`src/rtl/irq_pkg.sv`:
```
package irq_pkg;
   localparam int DATA_W   = 8;
   localparam int LVL_W    = 2;
   localparam int BIT_REQ  = 0;
   localparam int BIT_EN   = 1;
   localparam int BIT_EDGE = 5;
   localparam int BIT_LVL  = 6;
   localparam int BIT_WDF  = 1;
   localparam logic [LVL_W-1:0] LVL_OFF = '1;

   typedef struct packed {
      logic [LVL_W-1:0] lvl;
      logic             rise;
      logic             en;
      logic             req;
   } src_cfg_t;

   function automatic logic [DATA_W-1:0] cfg_to_byte(input src_cfg_t c);
      logic [DATA_W-1:0] b;
      b = '0;
      b[BIT_LVL +: LVL_W] = c.lvl;
      b[BIT_EDGE]         = c.rise;
      b[BIT_EN]           = c.en;
      b[BIT_REQ]          = c.req;
      return b;
   endfunction
endpackage

```
`src/rtl/irq_sync_edge.sv`:
```
module irq_sync_edge #(
   parameter int STAGES = 2
) (
   input  logic clk,
   input  logic rst_n,
   input  logic pin,
   input  logic rise_sel,
   output logic edge_hit
);
   logic [STAGES-1:0] chain;
   logic              prev;
   logic              synced;

   generate
      if (STAGES == 1) begin : g_single
         always_ff @(posedge clk) begin
            if (!rst_n) chain <= '0;
            else        chain <= pin;
         end
      end else begin : g_multi
         always_ff @(posedge clk) begin
            if (!rst_n) chain <= '0;
            else        chain <= {chain[STAGES-2:0], pin};
         end
      end
   endgenerate

   assign synced = chain[STAGES-1];

   always_ff @(posedge clk) begin
      if (!rst_n) prev <= 1'b0;
      else        prev <= synced;
   end

   assign edge_hit = rise_sel ? (synced & ~prev) : (~synced & prev);
endmodule

```
`src/rtl/irq_src_reg.sv`:
```
module irq_src_reg
   import irq_pkg::*;
(
   input  logic     clk,
   input  logic     rst_n,
   input  logic     wr_hit,
   input  src_cfg_t wr_cfg,
   input  logic     edge_hit,
   output src_cfg_t cfg
);
   always_ff @(posedge clk) begin
      if (!rst_n) begin
         cfg <= '0;
      end else begin
         if (wr_hit) begin
            cfg.lvl  <= wr_cfg.lvl;
            cfg.rise <= wr_cfg.rise;
            cfg.en   <= wr_cfg.en;
         end
         cfg.req <= edge_hit | (wr_hit ? wr_cfg.req : cfg.req);
      end
   end
endmodule

```
`src/rtl/irq_arbiter.sv`:
```
module irq_arbiter
   import irq_pkg::*;
#(
   parameter int N_SRC = 5,
   parameter int VEC_W = 3
) (
   input  src_cfg_t [N_SRC-1:0] cfg,
   input  logic                 nmi_flag,
   input  logic [LVL_W-1:0]     cpu_mask,
   output logic                 int_req,
   output logic                 int_nmi,
   output logic [VEC_W-1:0]     int_vec,
   output logic [LVL_W-1:0]     int_lvl
);
   logic [N_SRC-1:0] elig;
   logic             found;
   logic [LVL_W-1:0] best_lvl;
   logic [VEC_W-1:0] best_idx;

   genvar g;
   generate
      for (g = 0; g < N_SRC; g++) begin : g_elig
         assign elig[g] = cfg[g].req & cfg[g].en &
                          (cfg[g].lvl != LVL_OFF) & (cfg[g].lvl < cpu_mask);
      end
   endgenerate

   always_comb begin
      found    = 1'b0;
      best_lvl = '0;
      best_idx = '0;
      for (int i = 0; i < N_SRC; i++) begin
         if (elig[i] && (!found || cfg[i].lvl < best_lvl)) begin
            found    = 1'b1;
            best_lvl = cfg[i].lvl;
            best_idx = VEC_W'(i);
         end
      end
   end

   always_comb begin
      if (nmi_flag) begin
         int_req = 1'b1;
         int_nmi = 1'b1;
         int_vec = VEC_W'(N_SRC);
         int_lvl = '0;
      end else begin
         int_req = found;
         int_nmi = 1'b0;
         int_vec = best_idx;
         int_lvl = best_lvl;
      end
   end
endmodule

```
`src/rtl/irq_prio_ctrl.sv`:
```
module irq_prio_ctrl
   import irq_pkg::*;
#(
   parameter int N_SRC       = 5,
   parameter int SYNC_STAGES = 2,
   parameter int ADDR_W      = 3,
   localparam int VEC_W      = $clog2(N_SRC + 1)
) (
   input  logic                  clk,
   input  logic                  rst_n,
   input  logic [N_SRC-1:0]      irq_pin,
   input  logic                  wdt_event,
   input  logic [LVL_W-1:0]      cpu_mask,
   input  logic [ADDR_W-1:0]     bus_addr,
   input  logic                  bus_we,
   input  logic [DATA_W-1:0]     bus_wdata,
   output logic [DATA_W-1:0]     bus_rdata,
   output logic                  int_req,
   output logic                  int_nmi,
   output logic [VEC_W-1:0]      int_vec,
   output logic [LVL_W-1:0]      int_lvl
);
   if (N_SRC < 1 || N_SRC + 1 > (1 << ADDR_W)) begin : g_bad_map
      $error("irq_prio_ctrl: N_SRC does not fit the address space");
   end
   if (SYNC_STAGES < 2) begin : g_bad_sync
      $error("irq_prio_ctrl: at least two synchronizer stages required");
   end

   src_cfg_t [N_SRC-1:0] cfg_q;
   logic     [N_SRC-1:0] req_bits;
   logic     [N_SRC-1:0] en_bits;
   logic                 nmi_q;
   src_cfg_t             wr_cfg;
   logic                 unused_wbits;

   assign wr_cfg = '{lvl:  bus_wdata[BIT_LVL +: LVL_W],
                     rise: bus_wdata[BIT_EDGE],
                     en:   bus_wdata[BIT_EN],
                     req:  bus_wdata[BIT_REQ]};
   assign unused_wbits = ^bus_wdata[4:2];

   genvar g;
   generate
      for (g = 0; g < N_SRC; g++) begin : g_src
         logic edge_hit;
         logic wr_hit;
         assign wr_hit = bus_we && (bus_addr == ADDR_W'(g + 1));

         irq_sync_edge #(.STAGES(SYNC_STAGES)) u_edge (
            .clk      (clk),
            .rst_n    (rst_n),
            .pin      (irq_pin[g]),
            .rise_sel (cfg_q[g].rise),
            .edge_hit (edge_hit)
         );

         irq_src_reg u_reg (
            .clk      (clk),
            .rst_n    (rst_n),
            .wr_hit   (wr_hit),
            .wr_cfg   (wr_cfg),
            .edge_hit (edge_hit),
            .cfg      (cfg_q[g])
         );

         assign req_bits[g] = cfg_q[g].req;
         assign en_bits[g]  = cfg_q[g].en;
      end
   endgenerate

   always_ff @(posedge clk) begin
      if (!rst_n) begin
         nmi_q <= 1'b0;
      end else begin
         nmi_q <= wdt_event |
                  ((bus_we && bus_addr == '0) ? bus_wdata[BIT_WDF] : nmi_q);
      end
   end

   always_comb begin
      bus_rdata = '0;
      if (bus_addr == '0) bus_rdata[BIT_WDF] = nmi_q;
      for (int i = 0; i < N_SRC; i++) begin
         if (bus_addr == ADDR_W'(i + 1)) bus_rdata = cfg_to_byte(cfg_q[i]);
      end
   end

   irq_arbiter #(.N_SRC(N_SRC), .VEC_W(VEC_W)) u_arb (
      .cfg      (cfg_q),
      .nmi_flag (nmi_q),
      .cpu_mask (cpu_mask),
      .int_req  (int_req),
      .int_nmi  (int_nmi),
      .int_vec  (int_vec),
      .int_lvl  (int_lvl)
   );
endmodule

```
`config.mk`:
```
export PLATFORM = sky130hd
export DESIGN_NAME = irq_prio_ctrl
export DESIGN_NICKNAME = d
export VERILOG_FILES = /design/src/rtl/irq_pkg.sv /design/src/rtl/irq_sync_edge.sv /design/src/rtl/irq_src_reg.sv /design/src/rtl/irq_arbiter.sv /design/src/rtl/irq_prio_ctrl.sv
export SDC_FILE = /design/constraint.sdc
export NUM_CORES = 1
export LEC_CHECK = 0
export BUFFER_PORTS_ARGS = -buffer_cell sky130_fd_sc_hd__buf_2
export CAP_MARGIN = 20
export CORE_MARGIN = 5
export CORE_UTILIZATION = 54
export CTS_CLUSTER_SIZE = 25
export DETAILED_ROUTE_END_ITERATION = 6
export PLACE_DENSITY = 0.79
export SLEW_MARGIN = 20
export SYNTH_ARGS = -nofsm -noshare
export SYNTH_HDL_FRONTEND = slang
export SYNTH_HIERARCHICAL = 1
export SYNTH_SLANG_ARGS = --single-unit
```
`constraint.sdc`:
```
create_clock -name clk -period 7.3 [get_ports clk]
set_input_delay 0.365 -clock clk [delete_from_list [all_inputs] [get_ports clk]]
set_output_delay 0.365 -clock clk [all_outputs]
set_load 0.05 [all_outputs]
```
* After elaboration in Yosys (flattened, before gate mapping) *
Index checks and enable logic that the tools add are counted.

word-level totals
  bits in registers = 41
  input bits = 22
  output and inout bits = 15
  logic and storage cells = 145

cells by class
  $lt $le $gt $ge = 9
  equality and inequality tests = 10
  multiplexer cells = 35
  bitwise gates (word level) = 41
  reduce and logical (&&, ||, !) cells = 19

operators with widths
  cell                                                             number
  8-bit 2-to-1 mux                                                 5
  1-bit bitwise AND                                                25
  1-bit 2-to-1 mux                                                 20
  2-bit less-than comparator                                       9
  2-bit 2-to-1 mux                                                 8
  1-bit logical AND                                                10
  2-bit inequality test, second input constant                     5
  1-bit inverter                                                   10
  3-bit by 2-bit == test with 1-bit output, second input constant  2
  3-bit == test, second input constant                             2
  3-bit 2-to-1 mux                                                 2
  1-bit bitwise OR                                                 6
  1-bit zero test                                                  4
  1-bit logical OR                                                 4
  3-bit by 1-bit == test with 1-bit output, second input constant  1
  3-bit zero test                                                  1

* Depth between registers and ports, before layout *
  depth after elaboration = 21
  gate-level depth with buffers = 25
  depth with buffers taken out = 25

* Modules after synthesis *
The synthesis kept the hierarchy.

by module, submodules not included
  module         instances  cells each  area each (µm²)  sequential area each (µm²)
  irq_src_reg    5          16          198.9            100.1
  irq_arbiter    1          89          633.1            0.0
  irq_sync_edge  5          9           102.6            60.1
  irq_prio_ctrl  1          48          392.9            20.0

* Worst setup path before layout *
No wires, ideal clock.

  path kind = input-to-output
  start point = input cpu_mask[1]
  end point = output int_vec[1]
  arrival = 5.707 ns
  path slack = 1.228 ns
  stages on the path = 23
  buffers on the path = 0
  cells stage by stage = inv_1 -> ha_1 -> and2b_1 -> o22ai_1 -> nand3_1 -> ha_1 -> a21oi_1 -> o31ai_1 -> o22ai_1 -> inv_1 -> ha_1 -> o41ai_4 -> mux2i_1 -> ha_1 -> or2_2 -> a21oi_1 -> a21oi_1 -> mux2_4 -> ha_1 -> or2_2 -> a21oi_1 -> or3_1 -> nor2_1

between the ends
  cells in the longest elaborated chain, start to end = 20
  elaborated cells between the ends (all ways) = 38
  classes of those cells = 9 x order compare; 12 x mux; 5 x bitwise; 12 x reduce/logical

RTL lines
  element                                                               RTL line             source
  from (decl)                                                           irq_prio_ctrl.sv:13  input logic [LVL_W-1:0] cpu_mask,
  2-bit less-than comparator                                            irq_arbiter.sv:24    (cfg[g].lvl != LVL_OFF) & (cfg[g].lvl < cpu_mask);
  1-bit bitwise AND                                                     irq_arbiter.sv:24
  2-bit 2-to-1 mux / 1-bit 2-to-1 mux (equally long branches)           irq_arbiter.sv:33    if (elig[i] && (!found || cfg[i].lvl < best_lvl)) begin
  2-bit less-than comparator / 1-bit zero test (equally long branches)  irq_arbiter.sv:33
  1-bit logical OR                                                      irq_arbiter.sv:33
  1-bit logical AND                                                     irq_arbiter.sv:33
  2-bit 2-to-1 mux / 1-bit 2-to-1 mux (equally long branches)           irq_arbiter.sv:33
  2-bit less-than comparator / 1-bit zero test (equally long branches)  irq_arbiter.sv:33
  (+4 left out)                                                         --
  1-bit logical OR                                                      irq_arbiter.sv:33
  1-bit logical AND                                                     irq_arbiter.sv:33
  2-bit 2-to-1 mux / 1-bit 2-to-1 mux (equally long branches)           irq_arbiter.sv:33
  2-bit less-than comparator / 1-bit zero test (equally long branches)  irq_arbiter.sv:33
  1-bit logical OR                                                      irq_arbiter.sv:33
  1-bit logical AND                                                     irq_arbiter.sv:33
  3-bit 2-to-1 mux *                                                    irq_arbiter.sv:33
  3-bit 2-to-1 mux *                                                    irq_arbiter.sv:42    if (nmi_flag) begin
  to (decl)                                                             irq_prio_ctrl.sv:20  output logic [VEC_W-1:0] int_vec,

Every way passes the cells marked *; elsewhere a longest branch is shown, timed or not.

* Worst setup path in the final report *
  start point = register, netlist name g_src[0].u_reg/cfg[4]
  end point = output int_lvl[1]

between the ends
  cells in the longest elaborated chain, start to end = 21
  elaborated cells between the ends (all ways) = 30
  classes of those cells = 5 x order compare; 1 x eq/ne; 10 x mux; 2 x bitwise; 12 x reduce/logical

RTL lines
  element                                                               RTL line             source
  2-bit inequality test                                                 irq_arbiter.sv:24
  1-bit bitwise AND                                                     irq_arbiter.sv:23    assign elig[g] = cfg[g].req & cfg[g].en &
  1-bit bitwise AND                                                     irq_arbiter.sv:24
  2-bit 2-to-1 mux / 1-bit 2-to-1 mux (equally long branches)           irq_arbiter.sv:33
  2-bit less-than comparator / 1-bit zero test (equally long branches)  irq_arbiter.sv:33
  1-bit logical OR                                                      irq_arbiter.sv:33
  1-bit logical AND                                                     irq_arbiter.sv:33
  2-bit 2-to-1 mux / 1-bit 2-to-1 mux (equally long branches)           irq_arbiter.sv:33
  (+5 left out)                                                         --
  1-bit logical OR                                                      irq_arbiter.sv:33
  1-bit logical AND                                                     irq_arbiter.sv:33
  2-bit 2-to-1 mux / 1-bit 2-to-1 mux (equally long branches)           irq_arbiter.sv:33
  2-bit less-than comparator / 1-bit zero test (equally long branches)  irq_arbiter.sv:33
  1-bit logical OR                                                      irq_arbiter.sv:33
  1-bit logical AND                                                     irq_arbiter.sv:33
  2-bit 2-to-1 mux *                                                    irq_arbiter.sv:33
  2-bit 2-to-1 mux *                                                    irq_arbiter.sv:42
  to (decl)                                                             irq_prio_ctrl.sv:21  output logic [LVL_W-1:0] int_lvl

Marks and branches as above.

==> out/results.ini <==
[critical_path]
rrSetupSlack_ns=6.42
r2r-start=nmi_q$_SDFF_PN0_
slowest_delay_ns=0.44
crit_family=compound AO/OA/AOI/OAI gates
path_buf_inv=2
crit_path_start=g_src[0].u_reg/cfg[4]$_SDFFE_PN0P_
worstPathMaxFanout=7
cp_cell_sequence=ha_1 -> and2b_1 -> o22ai_1 -> nand3_1 -> ha_1 -> a21oi_1 -> o31ai_1 -> o22ai_1 -> inv_1 -> ha_1 -> o41ai_4 -> mux2i_1 -> ha_1 -> or2_2 -> a21oi_1 -> a21oi_1 -> mux2_4 -> ha_1 -> or2_2 -> a21oi_1 -> nor2_1 -> a211oi_2 -> buf_2
r2r_cells=1
startpoint_type=register
path_depth=23
cp.required_ns=6.93
cp_slowest_cell=dfxtp_1
worst_ep_arrival_time_ns=6.12
timing.critical_path.mode_cell=ha_1
crit_type=register to output pin
r2r-end=nmi_q$_SDFF_PN0_
endpoint=int_lvl[1]
critPathCaptureType=output pin

[grt]
antenna_found_initial=0
first_global_vias=1828
grt_pass1_wl_mm=8.36
grt_max_degree=42
gr-total-overflow=0
grt.total_usage=0.169

[routing]
drcViolationCount=0
postRouteWirelength_mm=4.96
wire_per_inst_um=14.5
via_count=1934
postRouteAntennaNets=0
dr.pass1.iters=4
drt_iter0_markers=94
via_per_inst=5.65

[sta]
timing.max_slew.rel_slack=0.383
whs_ns=0.277
finClkSkew_ns=0.00373
slew_viol_final=0
hold_viol=0
timing.final.crit_share=0.888
clock.fmax_ghz=0.154
setup_viol=0
worst_slew_pin_slew_ns=0.918
setup_tns_ns=0
finalCriticalPeriod_ns=6.48
rsz0062_at_grt=no

[layout]
areaGrowthSynthToFinish_pct=7.51
nets=319
post-route-cell-area_mm2=0.00272
multi_input_comb_area_mm2=0.00157
drive_above_1_share=0.233
fillers=432
register_area_um2=821
diodes=0

[yosys]
yosysWarningCount=6
synth_ff_type=dfxtp_1
yosys.cell_types.count=55
ys_seq_area_frac=0.324
ys_ff_latch=41
syn_area_mm2=0.00253
syn_inst=262
synth_enable_flop_cells=0
ys_async_sr_fraction=0
syn_area_per_cell_um2=9.67

[clock_network]
ctsResizeCount=0
cts_tree=yes
clkSinkCount=41
cts_buffers=5
path_clk_slew_ns=0.07
clock_tree.root_cell=clkbuf_8
ctsHoldBuffers=0
postCtsSetupBuffers=0
clockBufferDepth=2
clock_latency_ns=0.28
cts_htree_levels=2

[pwr]
power_density_mw_per_mm2=166
p_leak_uw=0.00110
power_uw=452
peakVddDrop_v=0.000164

[floorplan]
rows=25
die_x_um=78.5
pin_count=37
start_util=0.547
die-area_mm2=0.00616
die-height_um=78.5
core_mm2=0.00463

[place]
gp_congestion=0.805
portBuffers=30
place_area_mm2=0.00264
hpwl_mm=3.70

[min_path]
hold_class=input port to register

[job]
maxCapViolations=0

[status]
outcome=complete, no violations

cells in the final DEF (no fill, tap or decap), drive strengths merged, types with 2 or more instances in the layout:
cell and count:
dfxtp 41, buf 31, mux2i 27, nor2b 22
nor2 17, and2 17, nand2 15, o21a 11
mux2 11, a21oi 10, nand2b 9, ha 9
o21ai 8, o22ai 8, clkbuf 7, inv 5
a221oi 4, conb 3, nor4b 3, o311a 2
nor3 2, and3b 2, or2 2, o31ai 2
a211oi 2
where the power goes:
group          internal [µW]  switching (µW)
combinational           26.9            41.9
clock                   75.0            70.2
sequential               231            6.80
metal layers:
metal | vias up | GRT usage | wire length, µm
li1 | 980 | - | -
met2 | 29 | 0.271 | 2380
met1 | 921 | 0.220 | 2370
met3 | 4 | 0.0516 | 175
met5 | - | 0 | 0
met4 | 0 | 0.0437 | 35
metrics by stage:
stage,utilization,worst slack (ns),instances
3_3_place_gp,0.570,1.12,335
3_5_place_dp,0.570,0.996,335
6_report,0.588,0.817,342
2_1_floorplan,-,1.23,264
4_1_cts,0.588,0.871,342
5_1_grt,0.588,0.406,342
synth_stat cells, types with 3 or more instances:
library cell	number	area [µm²]
dfxtp_1	41	821
mux2i_1	27	270
nor2b_1	22	138
nor2_1	17	63.8
nand2_1	15	56.3
and2_1	12	75.1
o21a_1	11	82.6
a21oi_1	9	45.0
ha_1	9	113
nand2b_1	9	56.3
buf_6	8	90.1
mux2_4	7	105
o21ai_0	7	35.0
and2_2	5	37.5
inv_1	5	18.8
o22ai_2	5	62.6
buf_4	4	30.0
a221oi_1	3	26.3
mux2_1	3	33.8
o22ai_1	3	18.8
flip-flops by register name, summed over array words and instances, names as in the netlist:
signal and count:
g_src.u_edge/prev 5, nmi_q 1, g_src.u_reg/cfg 25, g_src.u_edge/chain 10
worst min path at each step:
stage,cells past startpoint,from,end
2_1_floorplan,1,g_src[0].u_edge/chain[0]$_SDFF_PN0_,g_src[0].u_edge/chain[1]$_SDFF_PN0_
3_3_place_gp,1,g_src[3].u_edge/chain[0]$_SDFF_PN0_,g_src[3].u_edge/chain[1]$_SDFF_PN0_
5_1_grt,2,irq_pin[2],g_src[2].u_edge/chain[0]$_SDFF_PN0_
6_report,2,irq_pin[4],g_src[4].u_edge/chain[0]$_SDFF_PN0_
4_1_cts,2,irq_pin[0],g_src[0].u_edge/chain[0]$_SDFF_PN0_
3_5_place_dp,1,g_src[0].u_edge/chain[0]$_SDFF_PN0_,g_src[0].u_edge/chain[1]$_SDFF_PN0_
kinds of logic (layout without fill, tap and decap cells):
group,count (synthesis),in the layout,synth area share
mux,38,38,0.166
fa+ha+maj,9,9,0.0444
compound gates,53,53,0.172
buf+inv,19,43,0.0583
flops,41,41,0.324
simple gates,101,101,0.234
other cells,1,3,0.00148
layout make-up:
class	instances	area share
Sequential cell	41	0.301
Clock buffer	7	0.0317
Tap cell	54	0.0248
Inverter	5	0.00689
Timing Repair Buffer	31	0.0579
Multi-Input combinational cell	204	0.577
No activity file was read; power rests on OpenSTA's default activity.
